==> config.mk <==
export PLATFORM = sky130hd
export DESIGN_NAME = br_next_pc
export DESIGN_NICKNAME = d
export VERILOG_FILES = /design/src/rtl/br_next_pc.sv
export SDC_FILE = /design/constraint.sdc
export NUM_CORES = 1
export LEC_CHECK = 0
export CAP_MARGIN = 20
export CORE_MARGIN = 2
export CORE_UTILIZATION = 45
export CTS_CLUSTER_DIAMETER = 40
export CTS_CLUSTER_SIZE = 25
export DETAILED_ROUTE_END_ITERATION = 6
export PLACE_DENSITY = 0.73
export SLEW_MARGIN = 15
export SYNTH_ARGS = -nofsm -noshare
export SYNTH_HDL_FRONTEND = slang
export SYNTH_SLANG_ARGS = --single-unit
==> constraint.sdc <==
create_clock -name clk -period 11.9 [get_ports clk]
set_input_delay 2.38 -clock clk [delete_from_list [all_inputs] [get_ports clk]]
set_output_delay 2.38 -clock clk [all_outputs]
set_load 0.01 [all_outputs]
==> src/rtl/br_next_pc.sv <==
module br_next_pc #(
  parameter int PC_W = 32
) (
  input  logic            clk,
  input  logic            rst_n,
  input  logic            in_valid,
  input  logic [PC_W-1:0] pc,
  input  logic [1:0]      pc_step,
  input  logic            narrow,
  input  logic [3:0]      op_code,
  input  logic            src_is_reg,
  input  logic [3:0]      src_sel,
  input  logic [15:0]     br_off,
  input  logic [31:0]     imm,
  input  logic [63:0]     dst_val,
  input  logic [63:0]     src_val,
  output logic            out_valid,
  output logic [PC_W-1:0] next_pc,
  output logic            taken,
  output logic            call_local,
  output logic            call_helper,
  output logic            exit_req,
  output logic            illegal
);

  logic [63:0] imm_x, src_raw, ua, ub, sa, sb;
  logic        eq, ugt, ult, sgt, slt, any_set;

  assign imm_x   = {{32{imm[31]}}, imm};
  assign src_raw = src_is_reg ? src_val : imm_x;
  assign ua = narrow ? {32'b0, dst_val[31:0]} : dst_val;
  assign ub = narrow ? {32'b0, src_raw[31:0]} : src_raw;
  assign sa = narrow ? {{32{dst_val[31]}}, dst_val[31:0]} : dst_val;
  assign sb = narrow ? {{32{src_raw[31]}}, src_raw[31:0]} : src_raw;

  assign eq      = ua == ub;
  assign ugt     = ua > ub;
  assign ult     = ua < ub;
  assign sgt     = $signed(sa) > $signed(sb);
  assign slt     = $signed(sa) < $signed(sb);
  assign any_set = |(ua & ub);

  logic            take, bad, want_local, want_helper, want_exit, use_imm;
  logic            step_ok, ill_n;
  logic [PC_W-1:0] fall, disp, target;

  always_comb begin
    take        = 1'b0;
    bad         = 1'b0;
    want_local  = 1'b0;
    want_helper = 1'b0;
    want_exit   = 1'b0;
    use_imm     = 1'b0;
    case (op_code)
      4'h0: begin
        bad     = src_is_reg || (src_sel != 4'd0);
        take    = 1'b1;
        use_imm = narrow;
      end
      4'h1: take = eq;
      4'h2: take = ugt;
      4'h3: take = ugt || eq;
      4'h4: take = any_set;
      4'h5: take = !eq;
      4'h6: take = sgt;
      4'h7: take = !slt;
      4'h8: begin
        bad         = narrow || src_is_reg || (src_sel > 4'd2);
        want_local  = (src_sel == 4'd1);
        want_helper = (src_sel == 4'd0) || (src_sel == 4'd2);
        take        = want_local;
        use_imm     = 1'b1;
      end
      4'h9: begin
        bad       = narrow || src_is_reg || (src_sel != 4'd0);
        want_exit = 1'b1;
      end
      4'ha: take = ult;
      4'hb: take = ult || eq;
      4'hc: take = slt;
      4'hd: take = !sgt;
      default: bad = 1'b1;
    endcase
  end

  assign step_ok = (pc_step == 2'd1) || (pc_step == 2'd2);
  assign ill_n   = !bad && step_ok;
  assign fall    = pc + PC_W'(pc_step);
  assign disp    = use_imm ? PC_W'($signed(imm)) : PC_W'($signed(br_off));
  assign target  = fall + disp;

  always_ff @(posedge clk) begin
    if (!rst_n) begin
      out_valid   <= 1'b0;
      next_pc     <= '0;
      taken       <= 1'b0;
      call_local  <= 1'b0;
      call_helper <= 1'b0;
      exit_req    <= 1'b0;
      illegal     <= 1'b0;
    end else begin
      out_valid <= in_valid;
      if (in_valid) begin
        taken       <= ill_n && take;
        next_pc     <= (ill_n && take) ? target : fall;
        call_local  <= ill_n && want_local;
        call_helper <= ill_n && want_helper;
        exit_req    <= ill_n && want_exit;
        illegal     <= !ill_n;
      end
    end
  end

  AST_VALID_FOLLOWS: assert property (@(posedge clk) disable iff (!rst_n)
    in_valid |=> out_valid);
  AST_VALID_IDLE: assert property (@(posedge clk) disable iff (!rst_n)
    !in_valid |=> !out_valid);
  AST_FALL_THROUGH: assert property (@(posedge clk) disable iff (!rst_n)
    in_valid ##1 !taken |-> next_pc == $past(pc) + PC_W'($past(pc_step)));
  AST_ILLEGAL_QUIET: assert property (@(posedge clk) disable iff (!rst_n)
    illegal |-> !taken);
  AST_LOCAL_TAKEN: assert property (@(posedge clk) disable iff (!rst_n)
    call_local |-> taken);
  AST_EXIT_NOT_TAKEN: assert property (@(posedge clk) disable iff (!rst_n)
    (exit_req || call_helper) |-> !taken);
  AST_ONE_REQUEST: assert property (@(posedge clk) disable iff (!rst_n)
    $onehot0({call_local, call_helper, exit_req, illegal}));

endmodule

---- Yosys cells after proc, flatten, opt, wreduce, memory -nomap -nowiden ----
Cells that the tools add are included.
storage, ports and cells
  flip-flop bits (word level) ............. 38
  bits of input ports ..................... 223
  output and inout bits ................... 38
  logic and storage cells ................. 69
cells by class
  add/subtract/negate cells ............... 2
  magnitude comparators ................... 5
  equal/unequal tests ..................... 18
  mux-type cells .......................... 13
  bitwise gates (word level) .............. 1
  reduce and logical (&&, ||, !) cells .... 23
operators by type and width
  cell                count
  $mux 64             5
  $gt 64x64->1        2
  $lt 64x64->1        2
  $and 64x64->64      1
  $eq 64x64->1        1
  $mux 32             2
  $reduce_or 64->1    1
  $add 32x2->32       1
  $add 32x32->32      1
  $eq 4x4->1 const B  6
  $eq 4x3->1 const B  4
  $pmux 1 s13         1
  $eq 4x2->1 const B  3
  $reduce_or 11->1    1
  $eq 4x1->1 const B  2
  $logic_not 4->1     2
  $logic_or 1x1->1    8
  $logic_and 1x1->1   5
  $logic_not 1->1     5
  $gt 4x2->1 const B  1
  $pmux 1 s4          1
  $reduce_bool 4->1   1
  $mux 1              3
  $eq 2x1->1 const B  1
  other kinds (2)     2

---- Depth between registers and ports, before layout ----
Gate-level depths: netlist of the first run.
  depth in word-level cells ............... 7
  mapped depth ............................ 22
  gate-level depth less buffers ........... 21

---- Least setup slack after synthesis of the first run ----
Ideal clock, no wire load.
  path kind ............................... input -> register
  from .................................... in op_code[0]
  to ...................................... reg next_pc[28]
  library setup time ...................... 133 ps
  arrival time ............................ 6365 ps
  data required time ...................... 11767 ps
  path slack .............................. 5402 ps
  stages .................................. 18
  path buffers ............................ 2
  cells stage by stage .................... clkbuf_1 -> nor4_1 -> clkbuf_1 -> mux2_2 -> ha_1 -> inv_1 -> fa_1 -> nor2b_1 -> o31ai_1 -> a21o_2 -> o31ai_1 -> a21oi_2 -> o31ai_2 -> a211o_2 -> a2111oi_4 -> a211o_1 -> a2111oi_0 -> nor3_1
between the ends
  cells in the longest elaborated chain, start to end .. 7
  elaborated cells between the ends (all ways) .. 24
  classes of those cells .................. add/sub: 1; eq/ne: 13; mux: 5; reduce/logical: 5
RTL lines
  element                                                 line  text
  start, declared                                         10    input logic [3:0] op_code,
  branches (longest 6 deep; another with $add 32x32->32)  --
  $mux 32 (*)                                             105   next_pc <= (ill_n && take) ? target : fall;
  end signal, assigned                                    105
  end, declared                                           18    output logic [PC_W-1:0] next_pc,
Mark *: on every way between the ends.
A chain may end at the register's enable or synchronous reset.

---- Worst setup path in the final report of the first run ----
  from .................................... in src_is_reg
  to ...................................... reg next_pc[31]
between the ends
  cells in the longest elaborated chain, start to end .. 7
  elaborated cells between the ends (all ways) .. 25
  classes of those cells .................. order compare: 4; eq/ne: 1; mux: 6; bitwise: 1; reduce/logical: 13
RTL lines
  element                                                  line        text
  start, declared                                          11          input logic src_is_reg,
  $mux 64 / $logic_or 1x1->1 (equally long branches)       30, 68, 75
  $mux 64 (tied with other cells)                          34          assign sb = narrow ? {{32{src_raw[31]}}, src_raw[31:0]} : src_raw;
  $gt 64x64->1 (tied with other cells)                     39          assign sgt = $signed(sa) > $signed(sb);
  $logic_not 1->1 (tied with other cells)                  81          4'hd: take = !sgt;
  $pmux 1 s13 / $logic_and 1x1->1 (equally long branches)  54, 87
  $logic_and 1x1->1 (*)                                    105
  $mux 32 (*)                                              105
Mark *: on every way between the ends. The rest lies on a longest branch, timed or not.

==> results of run 1 <==
-- synthesized netlist by cell type (5+ instances only) --
cell      count  area, um^2
xor2_1       18       157.7
inv_1        82       307.8
nor4_1       24       150.1
o21ai_0      66       330.3
nor2_1       73       274.0
ha_1        193        2415
nand4_1      31       193.9
and2_1        5       31.28
a21o_1       63       473.0
mux2i_1      57       570.6
and3_1        7       43.79
a21oi_1     122       610.6
nand3_1      40       200.2
nor2b_1      38       237.7
xnor2_1      39       341.6
dfxtp_1      38       760.7
nand2_1      85       319.1
a21boi_0      5       37.54
mux2_2       16       180.2
nand2b_1      6       37.54
o21a_1        8       60.06
nor3_1       21       105.1
clkbuf_1     47       176.4
and4_1        7       61.31
a211oi_1     10       75.07
-- layout make-up --
class / count / area (um^2) / share of cell area [%]
clock inverters: 1 / 30.03 / 0.2558
clock buffers: 6 / 138.9 / 1.183
inverters: 83 / 311.5 / 2.653
multi-input cells: 999 / 7498 / 63.86
flip-flops and latches: 38 / 760.7 / 6.479
diodes: 3 / 7.507 / 0.06394
well taps: 265 / 331.6 / 2.824
repair buffers: 270 / 2663 / 22.68
-- metal layers --
metal	vias to the layer above	share of wire [%]	global-route usage [%]
met5	-	0.14	0
met4	6	3.3	8.875
met3	61	6.8	3.799
met2	329	45	44.34
met1	4232	45	35.94
li1	4682	-	-
-- metrics by stage --
step / std cells / hold slack, ns / area, um^2 / worst slack (ns)
finish: 1665 / 0.5292 / 11740 / 4.361
CTS: 1662 / 0.5254 / 11730 / 4.372
floorplan: 1174 / 0.4947 / 8776 / 5.402
global placement: 1655 / 0.5069 / 11560 / 4.185
detailed placement: 1655 / 0.5092 / 11560 / 4.096
global route: 1664 / 0.5566 / 11740 / 3.883
-- state kept, by name, indices dropped and copies added (netlist names) --
signal / flops
taken: 1
out_valid: 1
call_helper: 1
call_local: 1
illegal: 1
next_pc: 32
exit_req: 1
-- critical path, stage by stage --
cell and delay, ns:
buf_2 0.59, buf_4 0.52, nand2b_1 0.17, buf_4 0.32, and2_1 0.21, inv_1 0.05
and2_1 0.15, buf_4 0.24, nor2_1 0.14, ha_1 0.27, nand4_1 0.18, nor4_1 0.54
nand3_1 0.20, o21ai_1 0.22, o21ai_0 0.12, a31oi_1 0.31, o21ai_4 0.07, buf_4 0.34
or4_1 0.58, nand4_1 0.09
-- final timing paths --
path | cells past startpoint | slack [ns] | endpoint
worst max-delay path | 20 | 4.36 | next_pc[31]$_SDFFE_PN0P_
worst min-delay path | 2 | 0.53 | call_local$_SDFFE_PN0P_
worst max register to register | 2 | 11.12 | next_pc[1]$_SDFFE_PN0P_
worst min register to register | 2 | 0.53 | call_local$_SDFFE_PN0P_
-- where the power goes --
part	switching [mW]	internal, mW	total [mW]	leakage (nW)
Clock	0.0527	0.103	0.156	0.0830
Combinational	0.240	0.230	0.470	5.11
Sequential	0.00781	0.138	0.146	0.315
-- cells by family after synthesis --
| kind of cell | after synthesis | synth area share [%] |
|---|---|---|
| and+or+nand+nor | 353 | 20.23 |
| AOI/OAI and AO/OA | 321 | 22.84 |
| muxes | 73 | 8.554 |
| xor gates and xnor gates | 57 | 5.689 |
| DFF | 38 | 8.668 |
| adders and majority gates | 195 | 27.97 |
| buffers and inverters | 137 | 6.045 |
==> metrics, run 1 <==
status=completed; Slew @ Worst Pin=0.9113 ns; Critical R2R Launch=next_pc[1]$_SDFFE_PN0P_; die area=around 21,000 um^2; Site Rows=51; largest net degree at the start of global routing=79; post-synthesis register bit count=38; WP data required=approximately 12 ns; Area Growth Syn to Fin=33.79%; Antenna Nets Post-Route=0; IO Port Bufs=260; total gr overflow=0; Final setup viols=0; CTS Hold Bufs=0; library cells used by synthesis=60; initial DRC count=570; share of the yosys chip area belonging to registers=roughly 8.7%; Reg clk slew, reported paths=0.06 ns; TritonCTS clock tree=built; setup repair bufs after CTS=0; synth warn=0; Avg Cell Area, Syn=roughly 7.5 um^2; Max-slew headroom=slightly below 40%; dpl hpwl=~23,000 um; Filler cells=1,752; Worst Skew=0 ns; Post-Syn Instances=about 1,200; CP endpoint kind=register; crit-path max FO=40; first-pass GRT wire length=between 40,000 and 50,000 um; worst min-delay path startpoint=call_local$_SDFFE_PN0P_; Routed WL per cell=around 17 um; final WL=between 20,000 and 30,000 um; CTS H-tree depth=2; Slew Limit Fails=0; Core Area=between 15,000 and 20,000 um^2; most frequent cells in the layout=clkdlybuf4s50_1 (257), ha_1 (193), a21oi_1 (122); Nets=between 1,500 and 2,000; vias in the first global route=8,896; die width=143.7 um; # IOs=approximately 260; clk buf depth=2; pwr/cell area=between 60 and 70 nW/um^2; ys async rst share=0%; Overall Global Routing Usage=26.86%; DRC=0; Cell Area, Synth=around 8800 um^2; commonest non-fill, non-tap cell in the layout=clkdlybuf4s50_1; Starting Density=45.54%; CTS Buf Count=5; DR vias/cell=roughly 5.6; final hold vios=0; antenna violations before repair=6; Tot Pwr=slightly below 800 uW; worst-skew pair later-pin latency=between 0.2 and 0.3 ns; Peak VDD IR=between 0.05 and 0.06 mV; via count=9,310; Max Clk Rate=between 100 and 150 MHz; CP Launch Type=primary input; Setup crit start=src_is_reg; number of synthesized flops with an enable pin=0; Post-Route Setup TNS=0 ns; Tmin final=between 7 and 8 ns; Max-cap violations=0; final worst-path cycle share=~63%; leakage power=5.503 nW; critical path class=in -> reg; post-layout util=roughly 60%; Hold Crit Class=reg -> reg; unrepaired setup endpoints after global routing=no; Worst EP arrival=around 7.8 ns; Resized cells post-CTS=0; clk sink count=38; First-pass DRT Iterations=5; Syn Nets=roughly 1,600; gpl congestion=0.9685; CTS Root Buffer Type=clkbuf_16; Die H=between 100 and 150 um; Top FF cell, synth=dfxtp_1; share of layout cells above drive strength 1=under 10%
Note: power is estimated with default switching activity, not from simulation.
==> inputs of run 2 (changes only) <==
Clock period 11.9 ns to 7.75 ns, I/O delays scaled along.
==> run 2 against run 1 <==
  * Clock skew unchanged
  * Routed wire length down 0.23%
  * Sequential share of layout area about the same
  * Die area unchanged
  * Clock power up 74%
  * Worst setup slack worse by 2.9 ns
  * Critical path type unchanged
  * Critical endpoint is now next_pc[18]$_SDFFE_PN0P_
  * Largest cell class unchanged
  * Highest routed layer unchanged
==> metrics, run 2 (synthesized netlist as in run 1, its figures left out) <==
Core Area=~19,000 um^2; pwr/cell area=roughly 100 nW/um^2; clk sink count=38; status=completed; final WL=roughly 29,000 um; first-pass GRT wire length=about 45,000 um; Starting Density=between 40% and 50%; Max Clk Rate=approximately 160 MHz; max reg flops=32; share of layout cells above drive strength 1=between 3 and 4%; Overall Global Routing Usage=26.78%; via count=9,233; Max-slew headroom=between 30% and 40%; Hold Crit Class=reg -> reg; Worst Skew=0 ns; IO Port Bufs=260; Final setup viols=0; Resized cells post-CTS=0; total gr overflow=0; antenna violations before repair=4; Tmin final=about 6.3 ns; CP Launch Type=primary input; Nets=1,818; Die H=143.7 um; Slew @ Worst Pin=about 0.95 ns; TritonCTS clock tree=built; DR vias/cell=between 5 and 6; Area Growth Syn to Fin=34.33%; DRC=0; register-to-register setup slack=between 6 and 7 ns; die area=roughly 21,000 um^2; Antenna Nets Post-Route=0; Peak VDD IR=between 0.1 and 0.15 mV; largest reg by FF count=next_pc; critical path class=in -> reg; unrepaired setup endpoints after global routing=no; final hold vios=0; Slew Limit Fails=0; leakage power=about 5.5 nW; Reg clk slew, reported paths=~0.06 ns; WP data required=approximately 7.9 ns; most frequent cells in the layout=clkdlybuf4s50_1 (257), ha_1 (193), a21oi_1 (122); First-pass DRT Iterations=5; CP endpoint kind=register; worst-skew pair later-pin latency=a little under 0.3 ns; CTS H-tree depth=2; Post-Route Setup TNS=0 ns; final hold slack=between 0.5 and 0.6 ns; largest net degree at the start of global routing=between 60 and 70; CTS Root Buffer Type=clkbuf_16; Worst EP arrival=6.41 ns; gpl congestion=approximately 0.92; dpl hpwl=around 24,000 um; crit-path max FO=38; die width=roughly 140 um; Max-cap violations=0; CTS Buf Count=5; clk buf depth=2; Site Rows=51; commonest non-fill, non-tap cell in the layout=clkdlybuf4s50_1; Routed WL per cell=17.16 um; CTS Hold Bufs=0; # IOs=~260; initial DRC count=about 480; vias in the first global route=~9,000; setup repair bufs after CTS=0; final worst-path cycle share=roughly four fifths
==> run 2: worst paths after layout <==
kind | from | end | cells after the start
setup / recovery | src_is_reg | next_pc[18]$_SDFFE_PN0P_ | 16
setup reg to reg | next_pc[1]$_SDFFE_PN0P_ | next_pc[1]$_SDFFE_PN0P_ | 2
hold reg to reg | next_pc[12]$_SDFFE_PN0P_ | next_pc[12]$_SDFFE_PN0P_ | 2
hold / removal | next_pc[12]$_SDFFE_PN0P_ | next_pc[12]$_SDFFE_PN0P_ | 2
==> run 2: metrics by stage <==
stage	instance area (um^2)	setup WS (ns)	total power [mW]	util (%)	instances
3_5_place_dp	11590	1.138	0.9405	60.13	1658
5_1_grt	11780	1.044	1.308	61.15	1667
2_1_floorplan	8776	2.082	0.6664	-	1174
6_report	11790	1.493	1.221	61.17	1669
3_3_place_gp	11590	1.269	0.9335	60.13	1658
4_1_cts	11780	1.468	1.218	61.13	1666
==> run 2: metal layers <==
metal,GRT usage (%),part of all wire [%],vias to the layer above
met5,0,0.10,-
met4,8.978,3.3,4
met3,3.732,5.7,53
met2,45.26,45,268
li1,-,-,4694
met1,34.99,46,4214
==> run 2: report_power, final <==
part	total, mW	internal, mW	switching [mW]
clock network	0.272	0.185	0.0870
registers	0.224	0.212	0.0116
logic	0.725	0.355	0.371
total	1.22	0.752	0.469
==> run 2: critical path, cell delays in order <==
cell	delay, ns
buf_2	0.52
buf_4	0.54
nand2_1	0.09
a21oi_1	0.26
nor2_1	0.09
ha_1	0.43
nand4_1	0.20
nor4_1	0.56
nand3_1	0.18
o21ai_1	0.22
mux2i_1	0.20
a31oi_1	0.13
o21ai_4	0.68
buf_4	0.39
mux2i_1	0.24
a21oi_1	0.08
==> run 2: layout make-up <==
class / instances / area (um^2)
multi-input cells: 999 / 7498
clock inverters: 3 / 68.82
diodes: 3 / 7.507
fillers: 1791 / 7482
flip-flops and latches: 38 / 760.7
clock buffers: 5 / 125.1
well taps: 265 / 331.6
inverters: 83 / 311.5
repair buffers: 273 / 2685
==> inputs of run 3 (changes only) <==
Settings changed: PLACE_DENSITY 0.73 to 0.76.
Clock period 7.75 ns to 5.14 ns, I/O delays scaled along.
==> run 3 against run 2 <==
  * First-iteration DRC count down 8.2%
  * Largest power group unchanged
  * Final cell count up 8.0%
  * Clock power up 59%
  * Flip-flop and latch count unchanged
  * Utilization up 7.2 points
  * Sequential share of layout area down 0.68 points
  * Count of clock-buffer cells in the layout up 1
  * Clock skew unchanged
==> metrics, run 3 (synthesized netlist as in run 1, its figures left out) <==
status=completed; Reg clk slew, reported paths=roughly 0.07 ns; clk sink count=38; CTS Buf Count=5; TritonCTS clock tree=built; crit-path max FO=5; via count=around 10,000; Hold Crit Class=reg -> reg; Peak VDD IR=~0.23 mV; DRC=0; Max Clk Rate=about 200 MHz; Psw=roughly 780 uW; pwr/cell area=~160 nW/um^2; crit-path max cell delay=about 0.44 ns; Die H=143.7 um; First-pass DRT Iterations=5; Setup crit start=pc[1]; CP Cell Sequence=clkdlybuf4s50_1 -> buf_4 -> fa_2 -> and3_4 -> nand3_4 -> nor2b_4 -> buf_4 -> nand2_1 -> xnor2_2 -> ha_1 -> a21oi_1 -> o21a_1 -> o21a_1 -> a31oi_4 -> o211a_1 -> buf_4 -> buf_4 -> nor4b_1 -> nor2_1 -> o21ai_0 -> xor2_1 -> o311ai_0; CP Launch Type=primary input; most frequent CP cell=buf_4; initial DRC count=~440; combinational share of power=between 60% and 70%; vias in the first global route=9,838; Max-cap violations=0; Reg area=760.7 um^2; max reg flops=32; CTS Root Buffer Type=clkbuf_16; Slew Limit Fails=0; Worst EP arrival=slightly above 5 ns; Slew @ Worst Pin=0.5110 ns; WP data required=roughly 5.3 ns; CP max stage cell=clkdlybuf4s50_1; Post-Layout Cell Count=1,802; Inst Count DP=approximately 1,800; largest reg by FF count=next_pc; CP endpoint kind=register; Area Growth Syn to Fin=50.23%; leakage power=6.330 nW; Site Rows=between 50 and 60; die width=143.7 um; final hold vios=0; critical path class=in -> reg; Tmin final=approximately 5.0 ns; largest net degree at the start of global routing=just under 70; final worst-path cycle share=97.11%; Core Area=approximately 19,000 um^2; total gr overflow=0; switch share=about two fifths; Worst Skew=0 ns; CTS H-tree depth=2; Antenna Nets Post-Route=0; sequential fraction of design power=around 16%; final WL=about 32,000 um; DP Area=12,660 um^2; Post-Route Setup TNS=0 ns; Filler cells=~1,600; gpl congestion=~0.94; Starting Density=between 40% and 50%; most frequent cells in the layout=clkdlybuf4s50_1 (254), ha_1 (190), buf_4 (139); commonest non-fill, non-tap cell in the layout=clkdlybuf4s50_1; area of the multi-input gates=between 7000 and 8000 um^2; Critical R2R Launch=next_pc[1]$_SDFFE_PN0P_; worst min-delay path startpoint=call_helper$_SDFFE_PN0P_; IO Port Bufs=260; die area=around 21,000 um^2; Int Pwr=around 1.3 mW; Final setup viols=0; share of layout cells above drive strength 1=~15%; first-pass GRT wire length=just under 50,000 um; Routed WL per cell=around 18 um; final hold slack=roughly 0.48 ns; Max-slew headroom=between 60% and 70%; # IOs=~260; Nets=~2,000; Overall Global Routing Usage=29.59%; CTS Hold Bufs=0; Clk pwr share=a little over a fifth; dpl hpwl=around 26,000 um; Design Area, Final=around 13,000 um^2; antenna violations before repair=1; DR vias/cell=around 5.6; clk buf depth=2; worst-skew pair later-pin latency=between 0.2 and 0.3 ns
[run 3: cell count changes in the layout (fill, tap and decap cells not counted), sizes merged]
| cell | change |
|---|---|
| dlymetal6s2s | +3 |
| diode | -2 |
| clkinv | -1 |
| buf | +135 |
| clkdlybuf4s50 | -3 |
| clkbuf | +1 |
[run 3: critical path: cells and delay by family]
kind / cells / cell delay, ns
AO/OA/AOI/OAI: 7 / 1.31
buffers and inverters: 5 / 0.98
AND/OR/NAND/NOR: 6 / 0.87
adder cells (fa/ha/maj): 2 / 0.81
XOR/XNOR: 2 / 0.19
[run 3: final cells by class]
cell class              instances  area share [%]
diodes                          1         0.01898
clock buffers                   6           1.053
clock inverters                 2          0.4555
inverters                      83           2.363
multi-input cells             999           58.93
flip-flops and latches         38           5.770
well taps                     265           2.515
repair buffers                408           28.90
[run 3: worst paths after layout]
check | cells after the start | slack, ns | to
setup / recovery | 22 | 0.15 | next_pc[27]$_SDFFE_PN0P_
hold / removal | 2 | 0.48 | call_helper$_SDFFE_PN0P_
setup reg to reg | 2 | 4.31 | next_pc[1]$_SDFFE_PN0P_
hold reg to reg | 2 | 0.48 | call_helper$_SDFFE_PN0P_
[run 3: timing repair]
action	CTS	global route
setup buffers	1	5
gates resized for setup	10	50
hold endpoints to repair	0	0
setup endpoints to repair	3	15
pin swaps	3	25
[run 3: through the flow]
| step | util, % | setup WS [ns] | power [mW] |
|---|---|---|---|
| floorplan | - | 0.1494 | 1.005 |
| global placement | 65.72 | -0.4987 | 1.542 |
| detailed placement | 65.72 | -0.4430 | 1.560 |
| CTS | 67.00 | -0.02063 | 2.008 |
| global route | 68.40 | -0.05508 | 2.180 |
| finish | 68.41 | 0.1486 | 2.048 |
[run 3: power by group through the flow]
stage | registers (mW) | logic [mW] | clock network, mW
floorplan | 0.348 | 0.657 | 0
global placement | 0.342 | 1.20 | 0
detailed placement | 0.340 | 1.22 | 0
CTS | 0.335 | 1.24 | 0.434
global route | 0.338 | 1.40 | 0.439
finish | 0.336 | 1.28 | 0.432
[run 3: per-layer routing]
metal | wire length (um) | GRT usage, % | vias up
met1 | 13620 | 37.68 | 4651
met3 | 1858 | 4.165 | 66
met2 | 15030 | 51.38 | 325
met5 | 0 | 0 | -
li1 | - | - | 4960
met4 | 1034 | 9.494 | 0
